### src/rtl/blkcipher_regs.sv
module blkcipher_regs #(
  parameter int          LEN_W     = 16,
  parameter logic [2:0]  REV_MAJOR = 3'd2,
  parameter logic [5:0]  REV_MINOR = 6'd5
) (
  input  logic         clk,
  input  logic         rst_n,
  input  logic         bus_sel,
  input  logic         bus_wr,
  input  logic [7:0]   bus_addr,
  input  logic [31:0]  bus_wdata,
  output logic [31:0]  bus_rdata,
  output logic         irq,
  output logic         dma_in_req,
  output logic         dma_out_req,
  output logic         core_start,
  output logic [63:0]  core_block,
  output logic [191:0] core_key,
  output logic         core_tdes,
  output logic         core_encrypt,
  input  logic         core_done,
  input  logic [63:0]  core_result
);
  localparam logic [7:0] A_IVLO = 8'h18, A_IVHI = 8'h1C, A_MODE = 8'h20,
                         A_LEN = 8'h24, A_DLO = 8'h28, A_DHI = 8'h2C,
                         A_REV = 8'h30, A_DMA = 8'h34, A_STAT = 8'h3C, A_IEN = 8'h40;
  localparam int KEYS = 6;

  logic [31:0]      key_q [KEYS];
  logic [63:0]      chain, in_blk, out_blk;
  logic [31:0]      in_lo;
  logic [2:0]       mode;
  logic [LEN_W-1:0] remaining;
  logic             busy, in_rdy, out_rdy;
  logic [2:0]       dma_q;
  logic [1:0]       st, ien;

  wire              wr_en   = bus_sel & bus_wr;
  wire              rd_en   = bus_sel & ~bus_wr;
  wire              cbc     = mode[2];
  wire              wr_len  = wr_en && bus_addr == A_LEN;
  wire [LEN_W-1:0]  new_len = {bus_wdata[LEN_W-1:3], 3'b000};
  wire              launch  = wr_en && bus_addr == A_DHI && in_rdy;
  wire              finish  = core_done && busy;
  wire              pop     = rd_en && bus_addr == A_DHI && out_rdy;
  wire [LEN_W-1:0]  rem_nxt = remaining - LEN_W'(8);
  wire              ev_in   = (wr_len && new_len != '0) || (pop && rem_nxt != '0);
  wire              key_hit = wr_en && bus_addr[7:5] == 3'd0 && bus_addr[1:0] == 2'd0 && bus_addr[4:2] <= 3'd5;
  wire [2:0]        key_sel = (3'd5 - bus_addr[4:2]) ^ 3'd1;

  assign core_tdes    = mode[1];
  assign core_encrypt = mode[0];
  assign core_block   = (cbc && core_encrypt) ? (in_blk ^ chain) : in_blk;
  assign irq          = |(st & ien);
  assign dma_in_req   = dma_q[0] & dma_q[1] & in_rdy;
  assign dma_out_req  = dma_q[0] & dma_q[2] & out_rdy;

  for (genvar i = 0; i < KEYS; i++) begin : g_key
    assign core_key[32*i +: 32] = key_q[i];
    always_ff @(posedge clk or negedge rst_n)
      if (!rst_n) key_q[i] <= '0;
      else if (key_hit && key_sel == 3'(i)) key_q[i] <= bus_wdata;
  end

  always_ff @(posedge clk or negedge rst_n) begin
    if (!rst_n) begin
      chain <= '0; in_blk <= '0; out_blk <= '0; in_lo <= '0; mode <= '0;
      remaining <= '0; busy <= 1'b0; in_rdy <= 1'b0; out_rdy <= 1'b0;
      core_start <= 1'b0; dma_q <= '0; st <= '0; ien <= '0;
    end else begin
      core_start <= launch;
      if (wr_en) begin
        case (bus_addr)
          A_IVLO: chain[31:0]  <= bus_wdata;
          A_IVHI: chain[63:32] <= bus_wdata;
          A_MODE: mode         <= bus_wdata[4:2];
          A_DLO:  in_lo        <= bus_wdata;
          A_DMA:  dma_q        <= {bus_wdata[6], bus_wdata[5], bus_wdata[0]};
          A_IEN:  ien          <= bus_wdata[2:1];
          default: ;
        endcase
      end
      if (launch) begin
        in_blk <= {bus_wdata, in_lo};
        busy   <= 1'b1;
        in_rdy <= 1'b0;
      end
      if (finish) begin
        busy    <= 1'b0;
        out_rdy <= 1'b1;
        out_blk <= (cbc && !core_encrypt) ? (core_result ^ chain) : core_result;
        if (cbc) chain <= core_encrypt ? core_result : in_blk;
      end
      if (pop) begin
        out_rdy   <= 1'b0;
        remaining <= rem_nxt;
        in_rdy    <= rem_nxt != '0;
      end
      if (wr_len) begin
        remaining <= new_len;
        in_rdy    <= new_len != '0;
        out_rdy   <= 1'b0;
      end
      st <= ((wr_en && bus_addr == A_STAT) ? (st & bus_wdata[2:1]) : st) | {finish, ev_in};
    end
  end

  always_comb begin
    bus_rdata = '0;
    if (rd_en) begin
      case (bus_addr)
        A_IVLO: bus_rdata = chain[31:0];
        A_IVHI: bus_rdata = chain[63:32];
        A_MODE: bus_rdata = {27'd0, mode, in_rdy, out_rdy};
        A_LEN:  bus_rdata = 32'(remaining);
        A_DLO:  bus_rdata = out_blk[31:0];
        A_DHI:  bus_rdata = out_blk[63:32];
        A_REV:  bus_rdata = {21'd0, REV_MAJOR, 2'd0, REV_MINOR};
        A_DMA:  bus_rdata = {25'd0, dma_q[2], dma_q[1], 4'd0, dma_q[0]};
        A_STAT: bus_rdata = {29'd0, st, 1'b0};
        A_IEN:  bus_rdata = {29'd0, ien, 1'b0};
        default: bus_rdata = '0;
      endcase
    end
  end
endmodule

### config.mk
export PLATFORM = sky130hd
export DESIGN_NAME = blkcipher_regs
export DESIGN_NICKNAME = d
export VERILOG_FILES = /design/src/rtl/blkcipher_regs.sv
export SDC_FILE = /design/constraint.sdc
export NUM_CORES = 1
export LEC_CHECK = 0
export CORE_MARGIN = 2
export CORE_UTILIZATION = 50
export DETAILED_ROUTE_END_ITERATION = 7
export HOLD_SLACK_MARGIN = 0.05
export PLACE_DENSITY = 0.82
export SYNTH_ARGS = -nofsm -noshare
export SYNTH_HDL_FRONTEND = slang
export SYNTH_SLANG_ARGS = --single-unit
### constraint.sdc
create_clock -name clk -period 3.15 [get_ports clk]
set_input_delay 0.63 -clock clk [delete_from_list [all_inputs] [get_ports clk]]
set_output_delay 0.63 -clock clk [all_outputs]
set_load 0.005 [all_outputs]
==> flow_summary.toml <==
[place]
pre_cts_slack_ns = -0.688
dpl.hpwl_um = 48100
dpl_cell_area_sq_mm = 0.0262
io_buffers = 402
place_congestion = 0.934

[timing]
post-route-period-util_pct = 98.8
slew-limit-headroom_pct = 38.8
fin_ws_ns = 0.0363
post-route-min-period_ns = 3.11
hold_violations = 0
worstMarginPinSlew_ns = 0.917
holdWs_ns = 0.469
final_max_slew_viol_count = 0
setup_viol = 0
fin_worst_skew_ns = 0.0287
max_freq_mhz = 321

[worst_setup_path]
cp.required_ns = 2.52
critical_path_arrival_ns = 2.48
crit_family = "buffers and inverters"
crit_chain = "dlygate4sd2_1 > buf_4 > or4b_4 > buf_4 > nor2_1 > a221oi_2 > a21oi_2 > dlygate4sd2_1"
cp-start-kind = "input pin"
crit_type = "input pin to output port"
end_kind = "output port"
cp_max_fo = 6
slowest_stage = "or4b_4"
r2r_cells = 5
cpPeakStageDelay_ns = 0.48
cp.depth = 8
crit_buf_inv = 4

[detailed_routing]
drc_errors = 0
drt_first_pass_iters = 8
wl_um = 70500
via_per_inst = 5.89
first_iter_violations = 1764
detail_route.wl_per_cell_um = 23.5
vias = 17700
ant_nets = 0

[grt]
grt_pass1_vias = 18500
grt_pass1_wl_um = 109000
grt_usage_pct = 32.3
overflow = 0
antenna_found_initial = 3
grt_max_degree = 131

[cts]
cts_root_buffer = "clkbuf_16"
cts-buffers-inserted = 49
cts_max_level = 2
clkTransAtPathRegs_ns = 0.06
cts.path.max_buffers = 3
tritoncts = "built"
cts.sinks = 443
clk_latency_ns = 0.60

[pwr]
p_per_area_mw_per_mm2 = 440
netSwitchingPower_w = 0.00288
pwr-share-seq_pct = 47.9
p_comb_share_pct = 6.6
p_leak_nw = 12.6
p_sw_share_pct = 23.5
worst_ir_drop_vdd_mv = 0.396
p_clk_share_pct = 45.4
p_int_w = 0.00938
power_w = 0.0123

[layout]
drive_gt1_share_pct = 21.3
area_delta_synth_final_pct = 33.4
fin_nets = 2547
fin_area_sq_mm = 0.0278
fillCellCount = 2975
final_util_pct = 67.9

[flow_run]
drv_cap = 0

[floorplan]
die_h_um = 208
start_util_pct = 50.9
boundaryPins = 403
core_sq_mm = 0.0410
die_w_um = 208
row_count = 74
dieArea_sq_mm = 0.0434

[synthesis]
synth_cell_types = 59
syn-num-nets = 2129
syn_area_per_cell_sq_um = 10.3
synthArstFlopShare_pct = 100
netlist_instances = 2018
synth_area_sq_mm = 0.0209
synth_warnings = 0
ys_seq_area_share_pct = 53.1
ys_ff_latch = 443
synth-edff-count = 0
ys.flop_type = "dfrtp_1"

[min_path]
holdPathStages = 2
hold_path.class = "flop to flop"

[status]
status = "completed"
[registers in the layout, indices dropped and copies added, names as in the netlist, 2 cells and up]
name,cells
remaining,13
chain,64
dma_q,3
mode,3
out_blk,64
ien,2
in_blk,64
st,2
core_key,192
in_lo,32
[worst paths after layout]
kind | from | slack (ns) | end
setup / recovery | bus_addr[5] | 0.04 | bus_rdata[1]
hold / removal | in_lo[15] | 0.47 | in_blk[15]
setup reg to reg | mode[0] | 0.66 | chain[62]
hold reg to reg | in_lo[15] | 0.47 | in_blk[15]
max in group asynchronous | rst_n | 1.66 | core_key[78]
min in group asynchronous | rst_n | 0.64 | core_key[31]
[synth_stat cells, drive strengths merged, types with 5 or more instances]
master	number	area [sq um]
dfrtp	443	11100
a22oi	14	105
mux2	233	2620
a222oi	30	300
xor2	65	569
nor3	16	95.1
nand3	10	55.1
xnor2	66	578
nor2	89	334
nor4	6	50.0
a31oi	70	438
buf	65	345
nor2b	68	425
nand2	491	1850
and3	6	37.5
a22o	5	43.8
and2	7	43.8
clkbuf	104	390
a21oi	99	495
o21ai	14	70.1
a211oi	64	480
nand2b	5	31.3
[area by class of cell]
class	instances	area, sq um	area share (%)
Multi-Input combinational cell	1402	9270	33.3
Sequential cell	443	11100	39.8
Clock buffer	71	1460	5.24
Clock inverter	14	92.6	0.332
Tap cell	532	666	2.39
Antenna cell	2	5.00	0.0180
Timing Repair Buffer	536	5250	18.8
Inverter	4	15.0	0.0539
[stage by stage]
| step | setup TNS, ns | std cells |
|---|---|---|
| 2_1_floorplan | 0 | 2018 |
| 3_3_place_gp | -17.50 | 2912 |
| 3_5_place_dp | -19.08 | 2912 |
| 4_1_cts | -0.287 | 2999 |
| 5_1_grt | -0.213 | 3003 |
| 6_report | 0 | 3004 |
[power groups by stage]
| stage | Clock (W) | Sequential, W | Combinational (W) |
|---|---|---|---|
| after floorplan | 0 | 0.00596 | 0.000239 |
| after global placement | 0 | 0.00597 | 0.000782 |
| after detailed placement | 0 | 0.00598 | 0.000802 |
| after CTS | 0.00562 | 0.00587 | 0.000811 |
| after global routing | 0.00585 | 0.00588 | 0.000872 |
| final | 0.00557 | 0.00588 | 0.000813 |
[cells in the final DEF, fill, tap and decap left out, types with 4 or more instances in the layout]
master           Yosys  routed
a211oi_1            64      64
a21oi_1             99      88
a21oi_2              0       8
a222oi_1            30      30
a22o_1               5       5
a22oi_1             14      14
a31oi_1             70      68
a32oi_1              4       4
and2_4               0       4
buf_12               0      25
buf_2               51      25
buf_4                8     102
buf_6                1       5
clkbuf_1           104       7
clkbuf_16            0      49
clkbuf_8             0      15
clkdlybuf4s15_1      0       4
clkdlybuf4s50_1      0     360
clkinv_2             0       7
dfrtp_1            443     442
dlygate4sd2_1        0       6
mux2_1               4       4
mux2_2             229     229
nand2_1            490     488
nand2b_1             5       5
nand3_1              9       8
nor2_1              89      83
nor2_4               0       4
nor2b_1             68      66
nor3_1              13      12
nor4_1               4       4
o211ai_1             4       4
o21ai_0             11      11
xnor2_1             66      65
xor2_1              65      65
[logic make-up (layout without fill, tap and decap cells)]
| group | after synthesis | after routing | share of synthesized area (%) |
|---|---|---|---|
| simple gates | 717 | 717 | 14.9 |
| flops | 443 | 443 | 53.1 |
| compound gates | 317 | 317 | 10.1 |
| mux | 235 | 235 | 12.7 |
| buf+inv | 173 | 625 | 3.60 |
| xor+xnor | 131 | 131 | 5.50 |
| fa+ha+maj | 2 | 2 | 0.120 |
| other cells | 0 | 2 | 0 |
[tightest hold or removal path, delay by kind of cell, from the launching register on]
kind | cells | cell delay [ns]
and+or+nand+nor | 2 | 0.10
DFF | 1 | 0.34
[routing by layer]
metal	up-vias	share of wire (%)	GRT usage, %
li1	7753	-	-
met1	8848	38	39.7
met2	890	49	54.5
met3	190	8.7	7.56
met4	2	4.7	14.4
met5	-	0.018	0
[repair_timing]
action | 4_1_cts | 5_1_grt
hold buffers | 1 | 0
resized for setup | 149 | 22
endpoints found under the setup margin | 42 | 34
pin swaps | 20 | 9
setup buffers | 2 | 3
endpoints found under the hold margin | 32 | 0
No activity file was read; power rests on OpenSTA's default activity.
